File: src/rtl/pdma_pkg.sv
package pdma_pkg;
    timeunit 1ns;
    timeprecision 100ps;

    typedef enum logic [2:0] {
        ST_IDLE,
        ST_LAUNCH,
        ST_MEM_RD,
        ST_PER_TX,
        ST_PER_RX,
        ST_MEM_WR,
        ST_ADVANCE
    } pdma_state_e;

    localparam int unsigned RIDX_W = 3;

    localparam logic [RIDX_W-1:0] RA_GLOBAL = 3'd0;
    localparam logic [RIDX_W-1:0] RA_CMD    = 3'd1;
    localparam logic [RIDX_W-1:0] RA_XCTL   = 3'd2;
    localparam logic [RIDX_W-1:0] RA_CHUNK  = 3'd3;
    localparam logic [RIDX_W-1:0] RA_STRIDE = 3'd4;
    localparam logic [RIDX_W-1:0] RA_COUNT  = 3'd5;
    localparam logic [RIDX_W-1:0] RA_ADDR   = 3'd6;

    localparam int unsigned CMD_GO_BIT   = 0;
    localparam int unsigned CMD_HALT_BIT = 1;
endpackage

File: src/rtl/pdma_regs.sv
module pdma_regs
    import pdma_pkg::*;
#(
    parameter int unsigned LEN_W  = 12,
    parameter int unsigned CNT_W  = 20,
    parameter int unsigned ADDR_W = 24,
    parameter int unsigned SEL_W  = 3,
    parameter int unsigned REG_W  = 32
) (
    input  logic                clk,
    input  logic                rst_n,
    input  logic                reg_we,
    input  logic [RIDX_W-1:0]   reg_addr,
    input  logic [REG_W-1:0]    reg_wdata,
    output logic [REG_W-1:0]    reg_rdata,
    input  logic                busy,
    input  logic [CNT_W-1:0]    live_count,
    input  logic [ADDR_W-1:0]   live_addr,
    output logic                gen_en,
    output logic                dir_m2p,
    output logic [SEL_W-1:0]    per_sel,
    output logic [LEN_W-1:0]    chunk,
    output logic [LEN_W-1:0]    stride,
    output logic                go,
    output logic                halt,
    output logic                load_count,
    output logic                load_addr
);
    timeunit 1ns;
    timeprecision 100ps;

    localparam int unsigned XCTL_W = SEL_W + 1;

    logic cfg_wr;
    logic cmd_wr;

    assign cfg_wr = reg_we && !busy;
    assign cmd_wr = reg_we && (reg_addr == RA_CMD);

    assign go         = cmd_wr && reg_wdata[CMD_GO_BIT] && !reg_wdata[CMD_HALT_BIT];
    assign halt       = cmd_wr && reg_wdata[CMD_HALT_BIT];
    assign load_count = cfg_wr && (reg_addr == RA_COUNT);
    assign load_addr  = cfg_wr && (reg_addr == RA_ADDR);

    always_ff @(posedge clk or negedge rst_n) begin
        if (!rst_n) begin
            gen_en  <= 1'b0;
            dir_m2p <= 1'b0;
            per_sel <= '0;
            chunk   <= '0;
            stride  <= '0;
        end else begin
            if (reg_we && (reg_addr == RA_GLOBAL)) begin
                gen_en <= reg_wdata[0];
            end
            if (cfg_wr && (reg_addr == RA_XCTL)) begin
                {per_sel, dir_m2p} <= reg_wdata[XCTL_W-1:0];
            end
            if (cfg_wr && (reg_addr == RA_CHUNK)) begin
                chunk <= reg_wdata[LEN_W-1:0];
            end
            if (cfg_wr && (reg_addr == RA_STRIDE)) begin
                stride <= reg_wdata[LEN_W-1:0];
            end
        end
    end

    always_comb begin
        reg_rdata = '0;
        case (reg_addr)
            RA_GLOBAL: reg_rdata[0] = gen_en;
            RA_CMD:    reg_rdata[0] = busy;
            RA_XCTL:   reg_rdata[XCTL_W-1:0] = {per_sel, dir_m2p};
            RA_CHUNK:  reg_rdata[LEN_W-1:0] = chunk;
            RA_STRIDE: reg_rdata[LEN_W-1:0] = stride;
            RA_COUNT:  reg_rdata[CNT_W-1:0] = live_count;
            RA_ADDR:   reg_rdata[ADDR_W-1:0] = live_addr;
            default:   reg_rdata = '0;
        endcase
    end
endmodule

File: src/rtl/pdma_walker.sv
module pdma_walker #(
    parameter int unsigned LEN_W  = 12,
    parameter int unsigned CNT_W  = 20,
    parameter int unsigned ADDR_W = 24
) (
    input  logic              clk,
    input  logic              rst_n,
    input  logic              load_count,
    input  logic [CNT_W-1:0]  count_val,
    input  logic              load_addr,
    input  logic [ADDR_W-1:0] addr_val,
    input  logic              begin_xfer,
    input  logic              step,
    input  logic [LEN_W-1:0]  chunk,
    input  logic [LEN_W-1:0]  stride,
    output logic [CNT_W-1:0]  count,
    output logic [ADDR_W-1:0] addr,
    output logic              last
);
    timeunit 1ns;
    timeprecision 100ps;

    localparam int unsigned PAD_W = ADDR_W - LEN_W;

    logic [ADDR_W-1:0] line_base;
    logic [LEN_W-1:0]  pos;
    logic              chunked;
    logic              chunk_end;
    logic [ADDR_W-1:0] line_next;

    assign chunked   = (chunk != '0);
    assign chunk_end = chunked && (pos == (chunk - 1'b1));
    assign line_next = line_base + {{PAD_W{1'b0}}, stride};
    assign last      = (count == '0);

    always_ff @(posedge clk or negedge rst_n) begin
        if (!rst_n) begin
            count     <= '1;
            addr      <= '0;
            line_base <= '0;
            pos       <= '0;
        end else begin
            if (load_count) begin
                count <= count_val;
            end
            if (load_addr) begin
                addr <= addr_val;
            end
            if (begin_xfer) begin
                line_base <= addr;
                pos       <= '0;
            end
            if (step) begin
                count <= count - 1'b1;
                if (chunk_end) begin
                    addr      <= line_next;
                    line_base <= line_next;
                    pos       <= '0;
                end else begin
                    addr <= addr + 1'b1;
                    if (chunked) begin
                        pos <= pos + 1'b1;
                    end
                end
            end
        end
    end
endmodule

File: src/rtl/pdma_engine.sv
module pdma_engine
    import pdma_pkg::*;
#(
    parameter int unsigned DATA_W = 8
) (
    input  logic              clk,
    input  logic              rst_n,
    input  logic              go,
    input  logic              halt,
    input  logic              gen_en,
    input  logic              dir_m2p,
    input  logic              last,
    input  logic              mem_ack,
    input  logic [DATA_W-1:0] mem_rdata,
    input  logic              tx_ready,
    input  logic              rx_valid,
    input  logic [DATA_W-1:0] rx_data,
    output logic              mem_req,
    output logic              mem_we,
    output logic [DATA_W-1:0] mem_wdata,
    output logic              tx_valid,
    output logic [DATA_W-1:0] tx_data,
    output logic              rx_ready,
    output logic              begin_xfer,
    output logic              step,
    output logic              busy,
    output logic              irq
);
    timeunit 1ns;
    timeprecision 100ps;

    pdma_state_e       state_q;
    pdma_state_e       state_d;
    logic [DATA_W-1:0] data_q;
    logic              irq_q;

    always_ff @(posedge clk or negedge rst_n) begin
        if (!rst_n) begin
            state_q <= ST_IDLE;
        end else begin
            state_q <= state_d;
        end
    end

    always_comb begin
        state_d = state_q;
        if (halt) begin
            state_d = ST_IDLE;
        end else begin
            unique case (state_q)
                ST_IDLE:    if (go) state_d = ST_LAUNCH;
                ST_LAUNCH:  if (gen_en) state_d = dir_m2p ? ST_MEM_RD : ST_PER_RX;
                ST_MEM_RD:  if (mem_ack) state_d = ST_PER_TX;
                ST_PER_TX:  if (tx_ready) state_d = ST_ADVANCE;
                ST_PER_RX:  if (rx_valid) state_d = ST_MEM_WR;
                ST_MEM_WR:  if (mem_ack) state_d = ST_ADVANCE;
                ST_ADVANCE: state_d = last ? ST_IDLE : ST_LAUNCH;
                default:    state_d = ST_IDLE;
            endcase
        end
    end

    always_comb begin
        mem_req  = 1'b0;
        mem_we   = 1'b0;
        tx_valid = 1'b0;
        rx_ready = 1'b0;
        step     = 1'b0;
        unique case (state_q)
            ST_MEM_RD:  mem_req = 1'b1;
            ST_MEM_WR: begin
                mem_req = 1'b1;
                mem_we  = 1'b1;
            end
            ST_PER_TX:  tx_valid = 1'b1;
            ST_PER_RX:  rx_ready = 1'b1;
            ST_ADVANCE: step = !halt;
            default:    step = 1'b0;
        endcase
    end

    always_ff @(posedge clk or negedge rst_n) begin
        if (!rst_n) begin
            data_q <= '0;
            irq_q  <= 1'b0;
        end else begin
            if ((state_q == ST_MEM_RD) && mem_ack) begin
                data_q <= mem_rdata;
            end else if ((state_q == ST_PER_RX) && rx_valid) begin
                data_q <= rx_data;
            end
            irq_q <= (state_q == ST_ADVANCE) && last && !halt;
        end
    end

    assign begin_xfer = (state_q == ST_IDLE) && go;
    assign busy       = (state_q != ST_IDLE);
    assign irq        = irq_q;
    assign mem_wdata  = data_q;
    assign tx_data    = data_q;
endmodule

File: src/rtl/pdma_channel.sv
module pdma_channel
    import pdma_pkg::*;
#(
    parameter int unsigned DATA_W = 8,
    parameter int unsigned LEN_W  = 12,
    parameter int unsigned CNT_W  = 20,
    parameter int unsigned ADDR_W = 24,
    parameter int unsigned SEL_W  = 3,
    parameter int unsigned REG_W  = 32
) (
    input  logic              clk,
    input  logic              rst_n,
    input  logic              reg_we,
    input  logic [2:0]        reg_addr,
    input  logic [REG_W-1:0]  reg_wdata,
    output logic [REG_W-1:0]  reg_rdata,
    output logic              mem_req,
    output logic              mem_we,
    output logic [ADDR_W-1:0] mem_addr,
    output logic [DATA_W-1:0] mem_wdata,
    input  logic              mem_ack,
    input  logic [DATA_W-1:0] mem_rdata,
    output logic [SEL_W-1:0]  per_sel,
    output logic              per_tx_valid,
    output logic [DATA_W-1:0] per_tx_data,
    input  logic              per_tx_ready,
    input  logic              per_rx_valid,
    input  logic [DATA_W-1:0] per_rx_data,
    output logic              per_rx_ready,
    output logic              irq
);
    timeunit 1ns;
    timeprecision 100ps;

    logic              busy;
    logic              gen_en;
    logic              dir_m2p;
    logic [LEN_W-1:0]  chunk;
    logic [LEN_W-1:0]  stride;
    logic              go;
    logic              halt_pulse;
    logic              load_count;
    logic              load_addr;
    logic              begin_xfer;
    logic              step;
    logic              last;
    logic [CNT_W-1:0]  live_count;
    logic [ADDR_W-1:0] live_addr;

    pdma_regs #(
        .LEN_W (LEN_W),
        .CNT_W (CNT_W),
        .ADDR_W(ADDR_W),
        .SEL_W (SEL_W),
        .REG_W (REG_W)
    ) u_regs (
        .clk       (clk),
        .rst_n     (rst_n),
        .reg_we    (reg_we),
        .reg_addr  (reg_addr),
        .reg_wdata (reg_wdata),
        .reg_rdata (reg_rdata),
        .busy      (busy),
        .live_count(live_count),
        .live_addr (live_addr),
        .gen_en    (gen_en),
        .dir_m2p   (dir_m2p),
        .per_sel   (per_sel),
        .chunk     (chunk),
        .stride    (stride),
        .go        (go),
        .halt      (halt_pulse),
        .load_count(load_count),
        .load_addr (load_addr)
    );

    pdma_walker #(
        .LEN_W (LEN_W),
        .CNT_W (CNT_W),
        .ADDR_W(ADDR_W)
    ) u_walker (
        .clk       (clk),
        .rst_n     (rst_n),
        .load_count(load_count),
        .count_val (reg_wdata[CNT_W-1:0]),
        .load_addr (load_addr),
        .addr_val  (reg_wdata[ADDR_W-1:0]),
        .begin_xfer(begin_xfer),
        .step      (step),
        .chunk     (chunk),
        .stride    (stride),
        .count     (live_count),
        .addr      (live_addr),
        .last      (last)
    );

    pdma_engine #(
        .DATA_W(DATA_W)
    ) u_engine (
        .clk       (clk),
        .rst_n     (rst_n),
        .go        (go),
        .halt      (halt_pulse),
        .gen_en    (gen_en),
        .dir_m2p   (dir_m2p),
        .last      (last),
        .mem_ack   (mem_ack),
        .mem_rdata (mem_rdata),
        .tx_ready  (per_tx_ready),
        .rx_valid  (per_rx_valid),
        .rx_data   (per_rx_data),
        .mem_req   (mem_req),
        .mem_we    (mem_we),
        .mem_wdata (mem_wdata),
        .tx_valid  (per_tx_valid),
        .tx_data   (per_tx_data),
        .rx_ready  (per_rx_ready),
        .begin_xfer(begin_xfer),
        .step      (step),
        .busy      (busy),
        .irq       (irq)
    );

    assign mem_addr = live_addr;
endmodule

File: config.mk
export PLATFORM = sky130hd
export DESIGN_NAME = pdma_channel
export DESIGN_NICKNAME = d
export VERILOG_FILES = /design/src/rtl/pdma_pkg.sv /design/src/rtl/pdma_regs.sv /design/src/rtl/pdma_walker.sv /design/src/rtl/pdma_engine.sv /design/src/rtl/pdma_channel.sv
export SDC_FILE = /design/constraint.sdc
export NUM_CORES = 1
export LEC_CHECK = 0
export BUFFER_PORTS_ARGS = -buffer_cell sky130_fd_sc_hd__buf_2
export CORE_MARGIN = 5
export CORE_UTILIZATION = 40
export DETAILED_ROUTE_END_ITERATION = 8
export GPL_TIMING_DRIVEN = 0
export PLACE_DENSITY = 0.63
export SLEW_MARGIN = 20
export SYNTH_ARGS = -nofsm -noshare
export SYNTH_HDL_FRONTEND = slang
export SYNTH_SLANG_ARGS = --single-unit
export TNS_END_PERCENT = 100
File: constraint.sdc
create_clock -name clk -period 3.11 [get_ports clk]
set_input_delay 0 -clock clk [delete_from_list [all_inputs] [get_ports clk]]
set_output_delay 0 -clock clk [all_outputs]
set_load 0.1 [all_outputs]
==> run summary, run 1 <==
CTS buffer count: 17
cell area after synthesis: 0.008305 mm^2
Worst Path Arrival: 3470 ps
fmax: 323.6 MHz
DRT antenna net count: 0
share of cells above drive strength 1: 25.46%
DIE HEIGHT: 154.1 um
Post-Place Cells: 1368
run status: finished with violations
CP Class: reg -> reg
Synth top area share: 30.43%
Rel. slew slack: 39.27%
vias in the first global route: 8032
average vias per placed instance: 5.799
DR WL/cell: 20.02 um
Antenna diodes: 0
HPWL after DPL: 21310 um
DR iter-0 viols: 752
Clock Latency Late Sink: 440 ps
routed vias: 8467
failing checks: design-rule violations
row count: 52
clk buf depth: 2
CTS tree: done
Worst Path Required: 3490 ps
worst slack, placed: -506.5 ps
Clock Sinks: 121
Core ar.: 0.02036 mm^2
gpl congestion: 0.8927
io pins: 137
Final Skew: 15.03 ps
CTS Root Cell: clkbuf_16
unrepaired setup endpoints after global routing: true
die extent in x: 154.1 um
port bufs: 118
Main synth FF type: dfrtp_1
first-pass iteration count of the detailed router: 9
Tcrit/Tclk final: 99.37%
most common cell in the netlist: nand2_1
Synth area leader: dfrtp_1
final hold viol count: 0
Power Density: 1156 mW/mm^2
die area: 0.02375 mm^2
R2R cell count: 8
worst-margin pin slew: 908.2 ps
syn_area_per_cell: 8.545 um^2
Yosys cell types: 68
#FFs+latches synth: 121
Pwr Total: 12.36 mW
dominant cells by area after synthesis: dfrtp_1 (30%), dfstp_2 (6.3%), nand2_1 (5.7%), mux2_2 (4.9%), nor2_1 (4.1%)
Worst Setup Slack, final: 19.72 ps
CP startpoint kind: flip-flop
clk slew on worst S/H paths: 60 ps
first-pass GRT wire length: 45460 um
Finish-stage setup viols: 0
# H-tree levels: 4
Remaining DRCs: 1
Layout area overhead: 28.67%
Worst Hold Class: in -> async
nets: 1252
Yosys warning count: 0
Total GRT Usage: 24.26%
maximum VDD drop: 1223 uV
Final Max Slew Viols: 0
total gr overflow: 0
largest net degree at the start of global routing: 70
final WL: 29230 um
synthesized instance count: 972
count of max-cap constraint violations: 0
Post-synth ARST share: 100.0%
number of synthesized flops with an enable pin: 0
leakage power: 4.603 nW
min Tclk post-route: 3090 ps
CP Max Fanout: 3
antenna violations before repair: 0
Crit. End Element: flip-flop
Final Non-Filler Cells: 1460
Hold Slack: 67.91 ps
post-synthesis sequential area ratio: 36.76%
Final Util: 52.48%
Starting Density: 40.78%
most frequent cells after synthesis: nand2_1 (127), dfrtp_1 (101), nor2_1 (91), o21ai_0 (63), clkbuf_1 (50)
[kinds of logic (layout without fill, tap and decap cells)]
| group | count (synthesis) | count (layout) | share of synthesized area [%] |
|---|---|---|---|
| xor+xnor | 47 | 47 | 4.956 |
| other cells | 1 | 8 | 0.04515 |
| buf+inv | 98 | 309 | 5.468 |
| compound gates | 239 | 239 | 19.61 |
| simple gates | 391 | 391 | 22.94 |
| flops | 121 | 121 | 36.76 |
| mux | 57 | 57 | 7.412 |
| fa+ha+maj | 18 | 18 | 2.802 |
[state kept, by name (all words and copies together) (netlist names)]
signal	count
u_engine.state_q	3
u_regs.gen_en	1
u_regs.stride	12
u_regs.chunk	12
u_walker.addr	24
u_walker.count	20
u_engine.irq	1
u_walker.pos	12
u_walker.line_base	24
u_regs.dir_m2p	1
u_regs.per_sel	3
u_engine.mem_wdata	8
[routing by layer]
metal | part of all wire, % | global-route usage [%] | routed length (um)
met1 | 44 | 34.23 | 12990
met2 | 45 | 36.98 | 13160
met3 | 7.8 | 4.666 | 2268
met4 | 2.8 | 8.915 | 819
met5 | 0 | 0 | 0
[layout make-up]
cell class                      count  area, um^2
Multi-Input combinational cell    760        4991
Fill cell                        1893        9678
Timing Repair Buffer              180        1199
Clock inverter                     13       145.1
Clock buffer                       19       452.9
Sequential cell                   121        3058
Tap cell                          270       337.8
Buffer                             75       420.4
Inverter                           22       82.58
[through the flow]
step | TNS (ps) | instance area [um^2]
after floorplan | 0 | 8337
after global placement | -19860 | 9265
after detailed placement | -10900 | 9308
after CTS | 0 | 10490
after global routing | -369.2 | 10690
final | 0 | 10690
[power breakdown]
part	switching, mW	internal (mW)	leakage, nW	total [mW]
registers	0.974	2.36	1.47	3.33
logic	4.95	2.04	2.86	6.99
clock network	0.812	1.22	0.274	2.04
[path summary, 6_finish.rpt]
kind                                              startpoint                                 to  slack (ps)
hold reg to reg            u_engine.mem_wdata[4]$_DFFE_PN0P_  u_engine.mem_wdata[4]$_DFFE_PN0P_         520
min in group clk                                per_rx_valid    u_engine.state_q[1]$_DFFE_PN0P_          90
setup reg to reg               u_walker.count[6]$_DFFE_PN1P_     u_walker.count[17]$_DFFE_PN1P_          20
max in group asynchronous                              rst_n      u_walker.count[0]$_DFFE_PN1P_        2300
setup / recovery               u_walker.count[6]$_DFFE_PN1P_     u_walker.count[17]$_DFFE_PN1P_          20
hold / removal                                         rst_n  u_engine.mem_wdata[6]$_DFFE_PN0P_          70
[layout by cell type (no fill, tap or decap), drive strengths merged, types with 14 or more instances in the layout]
master,netlist,layout
nor3,21,21
and2,14,14
a22o,18,18
o211ai,20,20
nand2,128,128
o21ai,65,65
clkbuf,50,67
nand2b,15,15
inv,22,24
nor2,91,91
nand4,18,18
dlygate4sd3,0,40
ha,17,17
nand3,32,32
dfstp,20,20
or3,15,15
mux2,36,36
buf,26,167
dfrtp,101,101
mux2i,21,21
a21oi,42,42
xnor2,36,36
a31oi,15,15
[critical path, cell delays in order, from the launching register on]
cell	delay, ps
dfstp_2	380
or4_4	540
or3_4	350
or4_4	440
or3_4	350
or4_4	440
nor3_2	150
mux2_4	320
nor2_2	80
[what timing repair did]
item / 4_1_cts / 5_1_grt
buffers inserted: 12 / 9
gates cloned: 0 / 0
gates resized for setup: 22 / 42
hold endpoints to repair: 182 / 0
hold buffers: 40 / 0
endpoints found under the setup margin: 52 / 52
pin swaps: 8 / 7
No activity file was read; power rests on OpenSTA's default activity.
==> run 2, diff against run 1 <==
--- a/config.mk
+++ b/config.mk
@@ -8,6 +8,7 @@
 export BUFFER_PORTS_ARGS = -buffer_cell sky130_fd_sc_hd__buf_2
 export CORE_MARGIN = 5
 export CORE_UTILIZATION = 40
+export CTS_BUF_LIST = sky130_fd_sc_hd__clkbuf_4 sky130_fd_sc_hd__clkbuf_8
 export DETAILED_ROUTE_END_ITERATION = 8
 export GPL_TIMING_DRIVEN = 0
 export PLACE_DENSITY = 0.63
==> run 2 against run 1 <==
The run ends with negative setup slack left. Fmax down 0.88%. Clock-buffer cell count unchanged. Critical path depth up 2.
==> run summary, run 2 (synthesis gave the netlist of run 1 again) <==
Int Pwr: 5.151 mW
Post-Place Cells: 1368
gpl congestion: 0.8927
share of cells above drive strength 1: 25.59%
Tcrit/Tclk final: 100.2%
Pwr Total: 11.80 mW
R2R cell count: 10
worst-margin pin slew: 964.0 ps
routed vias: 8468
total gr overflow: 0
nets: 1254
Final Skew: 17.41 ps
Remaining DRCs: 0
DR iter-0 viols: 733
first-pass GRT wire length: 45110 um
leakage power: 4.542 nW
Clock Latency Late Sink: 470 ps
biggest registers after layout: u_walker.addr x24, u_walker.line_base x24, u_walker.count x20
CP Class: reg -> reg
min Tclk post-route: 3118 ps
CTS buffer count: 17
Worst R2R Start: u_regs.chunk[5]$_DFFE_PN0P_
CP Max Fanout: 8
CP startpoint kind: flip-flop
combinational power share: 59.2%
final WL: 29320 um
CTS tree: done
Worst Hold Class: in -> async
largest net degree at the start of global routing: 70
most frequent cells in the layout: nand2_1 (127), buf_2 (118), dfrtp_1 (97)
io pins: 137
DIE HEIGHT: 154.1 um
unrepaired setup endpoints after global routing: true
run status: finished with violations
vias in the first global route: 7960
Finish-stage setup viols: 1
# H-tree levels: 4
Final Non-Filler Cells: 1462
maximum VDD drop: 1223 uV
Rel. slew slack: 35.54%
most common cell after layout, fill and taps aside: nand2_1
first-pass iteration count of the detailed router: 8
Crit. End Element: flip-flop
clk buf depth: 2
Worst Path Required: 3500 ps
CTS Root Cell: clkbuf_8
Total GRT Usage: 24.10%
sequential group share of total power: 28.2%
Worst Path Arrival: 3510 ps
port bufs: 118
Design Area, Final: 0.01054 mm^2
Power Density: 1119 mW/mm^2
failing checks: negative setup slack
Antenna diodes: 0
Final Max Slew Viols: 0
Clk pwr share: 12.7%
average vias per placed instance: 5.792
Starting Density: 40.78%
switch share: 56.35%
Sw Pwr: 6.650 mW
DRT antenna net count: 0
antenna violations before repair: 0
Worst Setup Slack, final: -7.560 ps
Cell Area, Placed: 0.009308 mm^2
final hold viol count: 0
Clock Sinks: 121
fmax: 320.8 MHz
DR WL/cell: 20.06 um
die area: 0.02375 mm^2
CP Launch Point: u_regs.chunk[5]$_DFFE_PN0P_
clk slew on worst S/H paths: 90 ps
count of max-cap constraint violations: 0
row count: 52
Core ar.: 0.02036 mm^2
die extent in x: 154.1 um
HPWL after DPL: 21310 um
Layout area overhead: 26.94%
Final Util: 51.77%
-- run 2: cell types whose count changed in the layout (fill, tap and decap cells not counted), sizes merged --
cell,delta
buf,+1
clkbuf,+1
-- run 2: path summary, 6_finish.rpt --
| path | end | slack (ps) |
|---|---|---|
| worst max-delay path | u_walker.addr[10]$_DFFE_PN0P_ | -8 |
| worst min-delay path | u_engine.mem_wdata[6]$_DFFE_PN0P_ | 40 |
| worst max register to register | u_walker.addr[10]$_DFFE_PN0P_ | -8 |
| worst min register to register | u_walker.count[8]$_DFFE_PN1P_ | 520 |
| max in group asynchronous | u_walker.count[0]$_DFFE_PN1P_ | 2330 |
| min in group clk | u_engine.state_q[1]$_DFFE_PN0P_ | 60 |
-- run 2: power by group through the flow --
| stage | sequential, mW | combinational, mW | clock, mW |
|---|---|---|---|
| floorplan | 4.44 | 3.95 | 0 |
| global placement | 3.26 | 6.57 | 0 |
| detailed placement | 3.28 | 6.65 | 0 |
| CTS | 3.26 | 6.82 | 1.51 |
| global route | 3.41 | 7.44 | 1.58 |
| finish | 3.32 | 6.98 | 1.49 |
-- run 2: layout make-up --
class | instances | area, um^2
buffer | 75 | 425.4
clock buffer | 19 | 261.5
clock inverter | 13 | 145.1
fill | 1935 | 9822
inverter | 22 | 82.58
multi-input combinational | 760 | 4992
sequential | 121 | 3058
tap | 270 | 337.8
timing repair buffer | 182 | 1240
-- run 2: routing by layer --
layer | up-vias | part of all wire (%) | track usage [%]
met5 | - | 0 | 0
met4 | 0 | 3.4 | 9.336
met3 | 64 | 8.0 | 4.918
met2 | 377 | 44 | 36.17
met1 | 4113 | 45 | 34.09
li1 | 3914 | - | -
-- run 2: metrics by stage --
stage               worst slack [ps]  hold slack (ps)  TNS, ps
detailed placement            -506.5           -56.01   -10900
finish                        -7.560            42.22   -7.560
floorplan                      54.78           -295.6        0
global route                  -64.07            81.28   -447.9
global placement              -563.2            211.5   -19860
CTS                            1.697            5.613        0
-- run 2: timing repair --
action	in CTS	in global routing
hold buffers	40	0
pin swaps	8	11
gates resized for setup	21	45
setup endpoints to repair	52	53
gates cloned	0	2
buffers inserted	12	9
hold endpoints to repair	187	0
-- run 2: worst max-delay path, stage by stage, from the launching register on --
cell and delay [ps]:
dfrtp_1 370, buf_6 130, or4_4 480, or3_1 330, a2111o_1 420, a32oi_4 270, nand3_4 170, or2_4 340
buf_12 160, o221ai_2 150, o311a_1 220
==> run 3, diff against run 2 <==
--- a/config.mk
+++ b/config.mk
@@ -12,6 +12,7 @@
 export DETAILED_ROUTE_END_ITERATION = 8
 export GPL_TIMING_DRIVEN = 0
 export PLACE_DENSITY = 0.63
+export SKIP_LAST_GASP = 1
 export SLEW_MARGIN = 20
 export SYNTH_ARGS = -nofsm -noshare
 export SYNTH_HDL_FRONTEND = slang
==> constraint.sdc (replaced) <==
create_clock -name clk -period 2.6 [get_ports clk]
set_input_delay 0 -clock clk [delete_from_list [all_inputs] [get_ports clk]]
set_output_delay 0 -clock clk [all_outputs]
set_load 0.1 [all_outputs]
==> run 3 against run 2 <==
Global-route usage grew 1.7 points. Fmax increased by 0.82%. Clock skew barely moved. Critical path depth is 2 lower. Total power grew 27%. Via count increased by 4.1%. Hold slack got worse by 24 ps. Cell count rose by 1.4%. Highest routed layer unchanged. Worst setup slack got worse by 480 ps. Sequential cell count stayed put. The run still ends with negative setup slack left.
==> run summary, run 3 (synthesis gave the netlist of run 1 again) <==
CTS tree: done
clk buf depth: 2
unrepaired setup endpoints after global routing: true
nets: 1274
Starting Density: 40.78%
CP Max Fanout: 3
count of max-cap constraint violations: 0
R2R cell count: 8
biggest registers after layout: u_walker.addr x24, u_walker.line_base x24, u_walker.count x20
Pwr Total: 15.04 mW
Design Area, Final: 0.01145 mm^2
Total GRT Usage: 25.80%
maximum VDD drop: 740.5 uV
Cell Area, Placed: 0.009497 mm^2
worst reg2reg endpoint: u_walker.count[17]$_DFFE_PN1P_
largest net degree at the start of global routing: 93
# H-tree levels: 4
HPWL after DPL: 21340 um
worst slack, placed: -749.0 ps
die area: 0.02375 mm^2
Worst Hold End: u_engine.state_q[1]$_DFFE_PN0P_
CP Class: reg -> reg
leakage power: 4.871 nW
clk slew on worst S/H paths: 90 ps
r2r setup slk: -490 ps
Layout area overhead: 37.84%
Worst Setup Slack, final: -492.1 ps
average vias per placed instance: 5.947
gpl congestion: 0.9065
Worst R2R Start: u_walker.count[6]$_DFFE_PN1P_
io pins: 137
Final Skew: 17.00 ps
hold depth: 5
Worst Path Arrival: 3520 ps
CTS Root Cell: clkbuf_8
Clock Latency Late Sink: 480 ps
Rel. slew slack: 40.94%
most frequent cells in the layout: nand2_1 (120), buf_2 (119), dfrtp_1 (92)
Final Max Slew Viols: 0
share of cells above drive strength 1: 33.25%
first-pass GRT wire length: 48160 um
most common cell after layout, fill and taps aside: nand2_1
Finish-stage setup viols: 65
CTS buffer count: 17
vias in the first global route: 8409
final WL: 32010 um
Worst Hold Class: in -> reg
Core ar.: 0.02036 mm^2
Power Density: 1314 mW/mm^2
first-pass iteration count of the detailed router: 6
port bufs: 118
die extent in x: 154.1 um
failing checks: negative setup slack
CP startpoint kind: flip-flop
total gr overflow: 0
Setup TNS Final: -20140 ps
Crit. End Element: flip-flop
worst-margin pin slew: 886.0 ps
fmax: 323.4 MHz
DRT antenna net count: 0
DR iter-0 viols: 985
run status: finished with violations
Clock Sinks: 121
Remaining DRCs: 0
Worst Path Required: 3020 ps
antenna violations before repair: 0
hold path start: per_rx_valid
row count: 52
DIE HEIGHT: 154.1 um
DR WL/cell: 21.60 um
min Tclk post-route: 3092 ps
Tcrit/Tclk final: 118.9%
routed vias: 8813
final hold viol count: 0
Antenna diodes: 0
[run 3: changes by cell type in the layout (fill, tap and decap cells not counted), moves of 7 or more]
cell,before,now
buf_8,1,8
nor2_4,0,15
a21oi_2,2,14
a21oi_1,40,28
o21ai_0,55,39
nand2_1,127,120
nor2_1,90,73
o21ai_2,1,11
[run 3: final cells by class]
cell class	count	area, um^2
buffer	69	461.7
sequential	121	3064
clock inverter	14	219.0
fill	1804	8916
multi-input combinational	760	5448
tap	270	337.8
clock buffer	18	247.7
timing repair buffer	208	1588
inverter	22	82.58
[run 3: how the worst max path moves through the flow]
stage	depth (start not counted)	endpoint	startpoint	slack (ps)
after floorplan	8	u_walker.count[17]$_DFFE_PN1P_	u_walker.count[6]$_DFFE_PN1P_	-460
after detailed placement	9	u_walker.addr[23]$_DFFE_PN0P_	u_regs.stride[4]$_DFFE_PN0P_	-750
after CTS	10	u_walker.addr[10]$_DFFE_PN0P_	u_regs.chunk[5]$_DFFE_PN0P_	-480
after global placement	10	u_walker.addr[17]$_DFFE_PN0P_	u_engine.state_q[1]$_DFFE_PN0P_	-980
final	8	u_walker.count[17]$_DFFE_PN1P_	u_walker.count[6]$_DFFE_PN1P_	-490
after global routing	12	u_walker.line_base[19]$_DFF_PN0_	u_regs.chunk[5]$_DFFE_PN0P_	-590
[run 3: timing repair]
item | in CTS | in global routing
hold buffers | 41 | 0
endpoints found under the hold margin | 172 | 0
pin swaps | 36 | 24
endpoints found under the setup margin | 92 | 78
gates cloned | 5 | 2
buffers inserted | 30 | 12
resized for setup | 96 | 55
[run 3: metal layers]
layer	track usage, %	vias to the layer above	wire length (um)
li1	-	3955	-
met1	34.92	4290	13440
met2	40.83	470	14570
met3	5.031	98	2827
met4	9.924	0	1167
met5	0	-	0
[run 3: power breakdown]
| part | internal [mW] | switching, mW | total [mW] |
|---|---|---|---|
| clock network | 1.17 | 0.904 | 2.08 |
| registers | 2.82 | 1.22 | 4.05 |
| logic | 2.67 | 6.24 | 8.92 |
[run 3: critical path: stages (launching register included)]
cell and delay [ps]:
dfstp_2 380, or4_4 530, or3_4 340, or4_4 440, or3_4 340, or4_4 460
nor3_4 140, mux2_4 310, nor2_1 80
[run 3: per-stage QoR]
step,cells,utilization (%),hold WS [ps]
final,1482,56.22,17.81
after global routing,1482,56.22,77.30
after CTS,1474,54.62,2.328
after detailed placement,1368,46.63,-117.8
after global placement,1367,46.39,212.1
after floorplan,979,-,-295.6
